## config.mk

```make
export PLATFORM = sky130hd
export DESIGN_NAME = sprom_word_fetch
export DESIGN_NICKNAME = d
export VERILOG_FILES = /design/src/rtl/sprom_pkg.sv /design/src/rtl/sprom_sync.sv /design/src/rtl/sprom_pacer.sv /design/src/rtl/sprom_word_fetch.sv
export SDC_FILE = /design/constraint.sdc
export NUM_CORES = 1
export LEC_CHECK = 0
export ABC_AREA = 1
export BUFFER_PORTS_ARGS = -buffer_cell sky130_fd_sc_hd__buf_2
export CAP_MARGIN = 40
export CORE_MARGIN = 3
export CORE_UTILIZATION = 55
export CTS_CLUSTER_SIZE = 14
export DETAILED_ROUTE_END_ITERATION = 8
export HOLD_SLACK_MARGIN = 0.03
export PLACE_DENSITY = 0.86
export SLEW_MARGIN = 20
export SYNTH_ARGS = -nofsm -noshare
export SYNTH_HDL_FRONTEND = slang
export SYNTH_SLANG_ARGS = --single-unit
```

## constraint.sdc

```tcl
create_clock -name clk -period 1.9 [get_ports clk]
set_input_delay 0.285 -clock clk [delete_from_list [all_inputs] [get_ports clk]]
set_output_delay 0.285 -clock clk [all_outputs]
set_load 0.05 [all_outputs]
```

## src/rtl/sprom_pkg.sv

```systemverilog
package sprom_pkg;
    localparam int WORD_W     = 16;
    localparam int ADDR_MAX_W = 8;
    localparam int ADDR_MIN_W = 6;
    localparam int OP_W       = 3;
    localparam logic [OP_W-1:0] RD_OPCODE = 3'b110;
    localparam int TX_W       = OP_W + ADDR_MAX_W;
    localparam int TXC_W      = $clog2(TX_W);
    localparam int RXC_W      = $clog2(WORD_W);

    typedef enum logic [3:0] {
        ST_IDLE,
        ST_SELECT,
        ST_LEAD_HI,
        ST_LEAD_LO,
        ST_TX_SET,
        ST_TX_HI,
        ST_TX_LO,
        ST_RX_PREP,
        ST_RX_HI,
        ST_RX_LO,
        ST_DESELECT,
        ST_TAIL_HI,
        ST_TAIL_LO
    } seq_state_t;
endpackage

```

## src/rtl/sprom_sync.sv

```systemverilog
module sprom_sync #(
    parameter int STAGES = 2
) (
    input  logic clk,
    input  logic rst_n,
    input  logic d_i,
    output logic q_o
);
    logic [STAGES-1:0] chain_q;

    generate
        if (STAGES == 1) begin : g_single
            always_ff @(posedge clk or negedge rst_n) begin
                if (!rst_n) chain_q <= '0;
                else        chain_q <= d_i;
            end
        end else begin : g_multi
            always_ff @(posedge clk or negedge rst_n) begin
                if (!rst_n) chain_q <= '0;
                else        chain_q <= {chain_q[STAGES-2:0], d_i};
            end
        end
    endgenerate

    assign q_o = chain_q[STAGES-1];
endmodule

```

## src/rtl/sprom_pacer.sv

```systemverilog
module sprom_pacer #(
    parameter int HALF_CYC = 4
) (
    input  logic clk,
    input  logic rst_n,
    input  logic run_i,
    output logic tick_o
);
    localparam int CW = (HALF_CYC > 1) ? $clog2(HALF_CYC) : 1;
    localparam logic [CW-1:0] RELOAD = CW'(HALF_CYC - 1);

    logic [CW-1:0] cnt_q;

    always_ff @(posedge clk or negedge rst_n) begin
        if (!rst_n)                cnt_q <= RELOAD;
        else if (!run_i)           cnt_q <= RELOAD;
        else if (cnt_q == '0)      cnt_q <= RELOAD;
        else                       cnt_q <= cnt_q - 1'b1;
    end

    assign tick_o = run_i && (cnt_q == '0);
endmodule

```

## src/rtl/sprom_word_fetch.sv

```systemverilog
module sprom_word_fetch
    import sprom_pkg::*;
#(
    parameter int HALF_CYC    = 4,
    parameter int SYNC_STAGES = 2
) (
    input  logic                  clk,
    input  logic                  rst_n,
    input  logic                  start_i,
    input  logic [ADDR_MAX_W-1:0] addr_i,
    input  logic                  wide_i,
    output logic                  busy_o,
    output logic                  done_o,
    output logic [WORD_W-1:0]     data_o,
    output logic                  cs_o,
    output logic                  sclk_o,
    output logic                  mosi_o,
    input  logic                  miso_i
);
    localparam logic [TXC_W-1:0] TXN_WIDE   = TXC_W'(TX_W - 1);
    localparam logic [TXC_W-1:0] TXN_NARROW = TXC_W'(OP_W + ADDR_MIN_W - 1);
    localparam int PAD_W = ADDR_MAX_W - ADDR_MIN_W;

    seq_state_t state_q, state_d;
    logic              tick;
    logic              miso_s;
    logic [TX_W-1:0]   tx_sh_q;
    logic [TXC_W-1:0]  tx_cnt_q;
    logic [WORD_W-1:0] rx_sh_q;
    logic [RXC_W-1:0]  rx_cnt_q;
    logic [WORD_W-1:0] data_q;
    logic              done_q;

    sprom_pacer #(.HALF_CYC(HALF_CYC)) u_pacer (
        .clk    (clk),
        .rst_n  (rst_n),
        .run_i  (state_q != ST_IDLE),
        .tick_o (tick)
    );

    sprom_sync #(.STAGES(SYNC_STAGES)) u_sync (
        .clk   (clk),
        .rst_n (rst_n),
        .d_i   (miso_i),
        .q_o   (miso_s)
    );

    // state register
    always_ff @(posedge clk or negedge rst_n) begin
        if (!rst_n) state_q <= ST_IDLE;
        else        state_q <= state_d;
    end

    // transitions
    always_comb begin
        state_d = state_q;
        unique case (state_q)
            ST_IDLE:     if (start_i) state_d = ST_SELECT;
            ST_SELECT:   if (tick) state_d = ST_LEAD_HI;
            ST_LEAD_HI:  if (tick) state_d = ST_LEAD_LO;
            ST_LEAD_LO:  if (tick) state_d = ST_TX_SET;
            ST_TX_SET:   if (tick) state_d = ST_TX_HI;
            ST_TX_HI:    if (tick) state_d = ST_TX_LO;
            ST_TX_LO:    if (tick) state_d = (tx_cnt_q == '0) ? ST_RX_PREP : ST_TX_SET;
            ST_RX_PREP:  if (tick) state_d = ST_RX_HI;
            ST_RX_HI:    if (tick) state_d = ST_RX_LO;
            ST_RX_LO:    if (tick) state_d = (rx_cnt_q == '0) ? ST_DESELECT : ST_RX_HI;
            ST_DESELECT: if (tick) state_d = ST_TAIL_HI;
            ST_TAIL_HI:  if (tick) state_d = ST_TAIL_LO;
            ST_TAIL_LO:  if (tick) state_d = ST_IDLE;
            default:     state_d = ST_IDLE;
        endcase
    end

    // pin decode
    always_comb begin
        cs_o   = 1'b0;
        sclk_o = 1'b0;
        mosi_o = 1'b0;
        unique case (state_q)
            ST_IDLE, ST_DESELECT, ST_TAIL_LO: ;
            ST_TAIL_HI:                       sclk_o = 1'b1;
            ST_SELECT, ST_LEAD_LO,
            ST_RX_PREP, ST_RX_LO:             cs_o = 1'b1;
            ST_LEAD_HI, ST_RX_HI: begin
                cs_o   = 1'b1;
                sclk_o = 1'b1;
            end
            ST_TX_SET, ST_TX_LO: begin
                cs_o   = 1'b1;
                mosi_o = tx_sh_q[TX_W-1];
            end
            ST_TX_HI: begin
                cs_o   = 1'b1;
                sclk_o = 1'b1;
                mosi_o = tx_sh_q[TX_W-1];
            end
            default: ;
        endcase
    end

    // datapath
    always_ff @(posedge clk or negedge rst_n) begin
        if (!rst_n) begin
            tx_sh_q  <= '0;
            tx_cnt_q <= '0;
            rx_sh_q  <= '0;
            rx_cnt_q <= '0;
            data_q   <= '0;
            done_q   <= 1'b0;
        end else begin
            done_q <= 1'b0;
            if (state_q == ST_IDLE && start_i) begin
                tx_sh_q  <= wide_i ? {RD_OPCODE, addr_i}
                                   : {RD_OPCODE, addr_i[ADDR_MIN_W-1:0], {PAD_W{1'b0}}};
                tx_cnt_q <= wide_i ? TXN_WIDE : TXN_NARROW;
                rx_cnt_q <= RXC_W'(WORD_W - 1);
            end
            if (state_q == ST_TX_LO && tick && tx_cnt_q != '0) begin
                tx_sh_q  <= {tx_sh_q[TX_W-2:0], 1'b0};
                tx_cnt_q <= tx_cnt_q - 1'b1;
            end
            if (state_q == ST_RX_LO && tick) begin
                rx_sh_q <= {rx_sh_q[WORD_W-2:0], miso_s};
                if (rx_cnt_q != '0) rx_cnt_q <= rx_cnt_q - 1'b1;
            end
            if (state_q == ST_TAIL_LO && tick) begin
                done_q <= 1'b1;
                data_q <= rx_sh_q;
            end
        end
    end

    assign busy_o = (state_q != ST_IDLE);
    assign done_o = done_q;
    assign data_o = data_q;
endmodule

```

==> impl_metrics.ini <==
[run_status]
status = finished clean

[pwr]
p_total_uw = 4440
power.density_nw_per_um2 = 1280
max-vdd-ir-drop_mv = 0.925
power_leakage_uw = 0.00177

[synth]
yosysWarnings = 0
synth_cell_type_count = 30
syn-num-nets = 348
syn_inst = 331
netlist_area_sq_um = 3040
synth-seq-area-share_pct = 49.5
avgSynthCellArea_sq_um = 9.17
ys_ff_latch = 60

[placement]
placedCellCount = 425
port_buffers = 33
preCtsSetupSlack_ns = 0.172
dp_hpwl_um = 3790
gp_congestion = 0.865

[timing]
max_freq_ghz = 0.555
timing.final.crit_share_pct = 94.8
whs_ns = 0.0565
fin_crit_ns = 1.80
fin_skew_ns = 0.00926
setup_viol = 0
slew_viol_final = 0
hold_viol_final = 0
finalSetupTns_ns = 0
relSlewSlack_pct = 79.3
worstMarginPinSlew_ns = 0.311
layout_setup_ws_ns = 0.0996
rsz0062_at_grt = no

[route]
vias = 2271
dr.pass1.iters = 4
via_per_inst = 5.14
ant_nets = 0
post_drt_wl_per_cell_um = 13.1
drc = 0
drt_iter0_drc = 144
routed_wl_um = 5780

[setup_path]
critical-path-slowest-cell = dfrtp_2
crit_required_ns = 1.62
crit_arrival_ns = 1.52
startpoint_type = flop
cp_cell_sequence = nor2_2, nand2_1, o211ai_1, buf_2
worstPathMaxFanout = 5
reg2reg_from = u_pacer.cnt_q[0]
cpLargestDelayFamily = flip-flops
critPathLaunch = state_q[3]
slowest_delay_ns = 0.46
cp_num_buf_inv = 1
critPathKind = flop to output pin
cp-end-kind = output pin

[clock_tree]
root_buffer = clkbuf_8
clk_latency_ns = 0.34
cts_tree = done
cts.path.max_buffers = 2
cts_sinks = 60
htree_levels = 3
cts_buffers = 9
clk_pin_slew_ns = 0.07

[global_routing]
grt_util_all_layers_pct = 20.7
globalRouteOverflowTotal = 0
antenna_found_initial = 0
grt_pass1_vias = 2245
grt_max_degree = 61
grt_pass1_wl_um = 10200

[die]
row_count = 26
core_area_sq_um = 5240
die_w_um = 80.3
pin_count = 34
die_y_um = 80.3
die_area_sq_um = 6450
start_util_pct = 58.0

[min_path]
holdCritPathClass = input pin to flop
hold_start = miso_i

[cells_and_area]
diodes = 0
final_cells = 442
nets = 384
syn_to_final_growth_pct = 14.3
drive_above_1_share_pct = 32.8

[run]
maxCapViolCount = 0
## cells by family (layout without fill, tap and decap cells)
kind of cell / count (synthesis) / in the layout / synth area share (%)
AND/OR/NAND/NOR: 153 / 153 / 27.3
flip-flops: 60 / 60 / 49.5
adder cells (fa/ha/maj): 4 / 4 / 1.65
XOR/XNOR: 1 / 1 / 0.289
buffers and inverters: 59 / 100 / 9.56
AO/OA/AOI/OAI: 54 / 54 / 11.6
## area by class of cell
class / instances / area [sq um]
fill: 428 / 1770
clock inverter: 7 / 98.8
inverter: 46 / 173
tap: 70 / 87.6
clock buffer: 9 / 124
timing repair buffer: 38 / 233
sequential: 60 / 1510
multi-input combinational: 212 / 1250
## worst paths after layout
path	end	slack, ns	cells after the start
worst max-delay path	cs_o	0.1	4
worst min-delay path	u_sync.chain_q[0]	0.06	1
worst max register to register	tx_sh_q[10]	0.25	8
worst min register to register	u_sync.chain_q[1]	0.35	0
max in group asynchronous	u_pacer.cnt_q[0]	1.12	3
min in group asynchronous	rx_sh_q[3]	0.47	3
## registers in the layout (all words and copies together) (netlist names)
| name | count |
|---|---|
| tx_sh_q | 11 |
| state_q | 4 |
| u_pacer.cnt_q | 2 |
| rx_sh_q | 16 |
| u_sync.chain_q | 2 |
| rx_cnt_q | 4 |
| data_o | 16 |
| done_o | 1 |
| tx_cnt_q | 4 |
## where the power goes
| group | internal, uW | leakage (uW) | switching, uW |
|---|---|---|---|
| Sequential | 1510 | 0.000777 | 192 |
| Clock | 747 | 0.000110 | 552 |
| Combinational | 474 | 0.000880 | 964 |
## placed cells by master, fill, tap and decap left out, types with 2 or more instances in the layout
cell type	n
inv_6	2
inv_2	3
buf_2	32
dfstp_2	2
o21ai_2	17
buf_12	2
o211ai_1	7
nand2_2	15
nor2_4	3
bufinv_16	2
nand3_2	14
dfrtp_1	56
buf_4	2
clkbuf_8	9
nor2_2	4
nand2_4	3
nand3b_1	3
or2_2	5
nand3_1	29
o21ai_0	29
dfrtp_2	2
inv_1	42
nand2_1	61
nor2_1	13
ha_1	4
## layer usage
metal	GRT usage [%]	part of all wire (%)
met5	0	0
met4	10.1	1.8
met3	4.37	4.3
met2	32.6	50
met1	27.0	44
## metrics by stage
step / instance area [sq um] / util [%]
after detailed placement: 3230 / 61.6
after global placement: 3230 / 61.6
after CTS: 3460 / 66.0
final: 3470 / 66.2
after global routing: 3470 / 66.2
after floorplan: 3040 / -
## Yosys cell counts, drive strengths merged
master,number,area [sq um]
xnor2,1,8.76
nand4,1,6.26
inv,45,169
nor2,21,123
buf,9,103
or2,5,31.3
dfrtp,58,1450
dfstp,2,52.6
nand2,79,357
nand3,43,285
o22ai,1,6.26
o211ai,7,52.6
o21ai,46,294
clkbuf,4,15.0
nor3,1,5.00
nand3b,3,22.5
ha,4,50.1
clkinv,1,3.75
## repair_timing
item / in CTS / in global routing
setup buffers: 0 / 0
endpoints found under the hold margin: 58 / 0
endpoints found under the setup margin: 0 / 6
hold buffers: 1 / 0
resized for setup: 0 / 5
(Power assumes the default switching activity.)
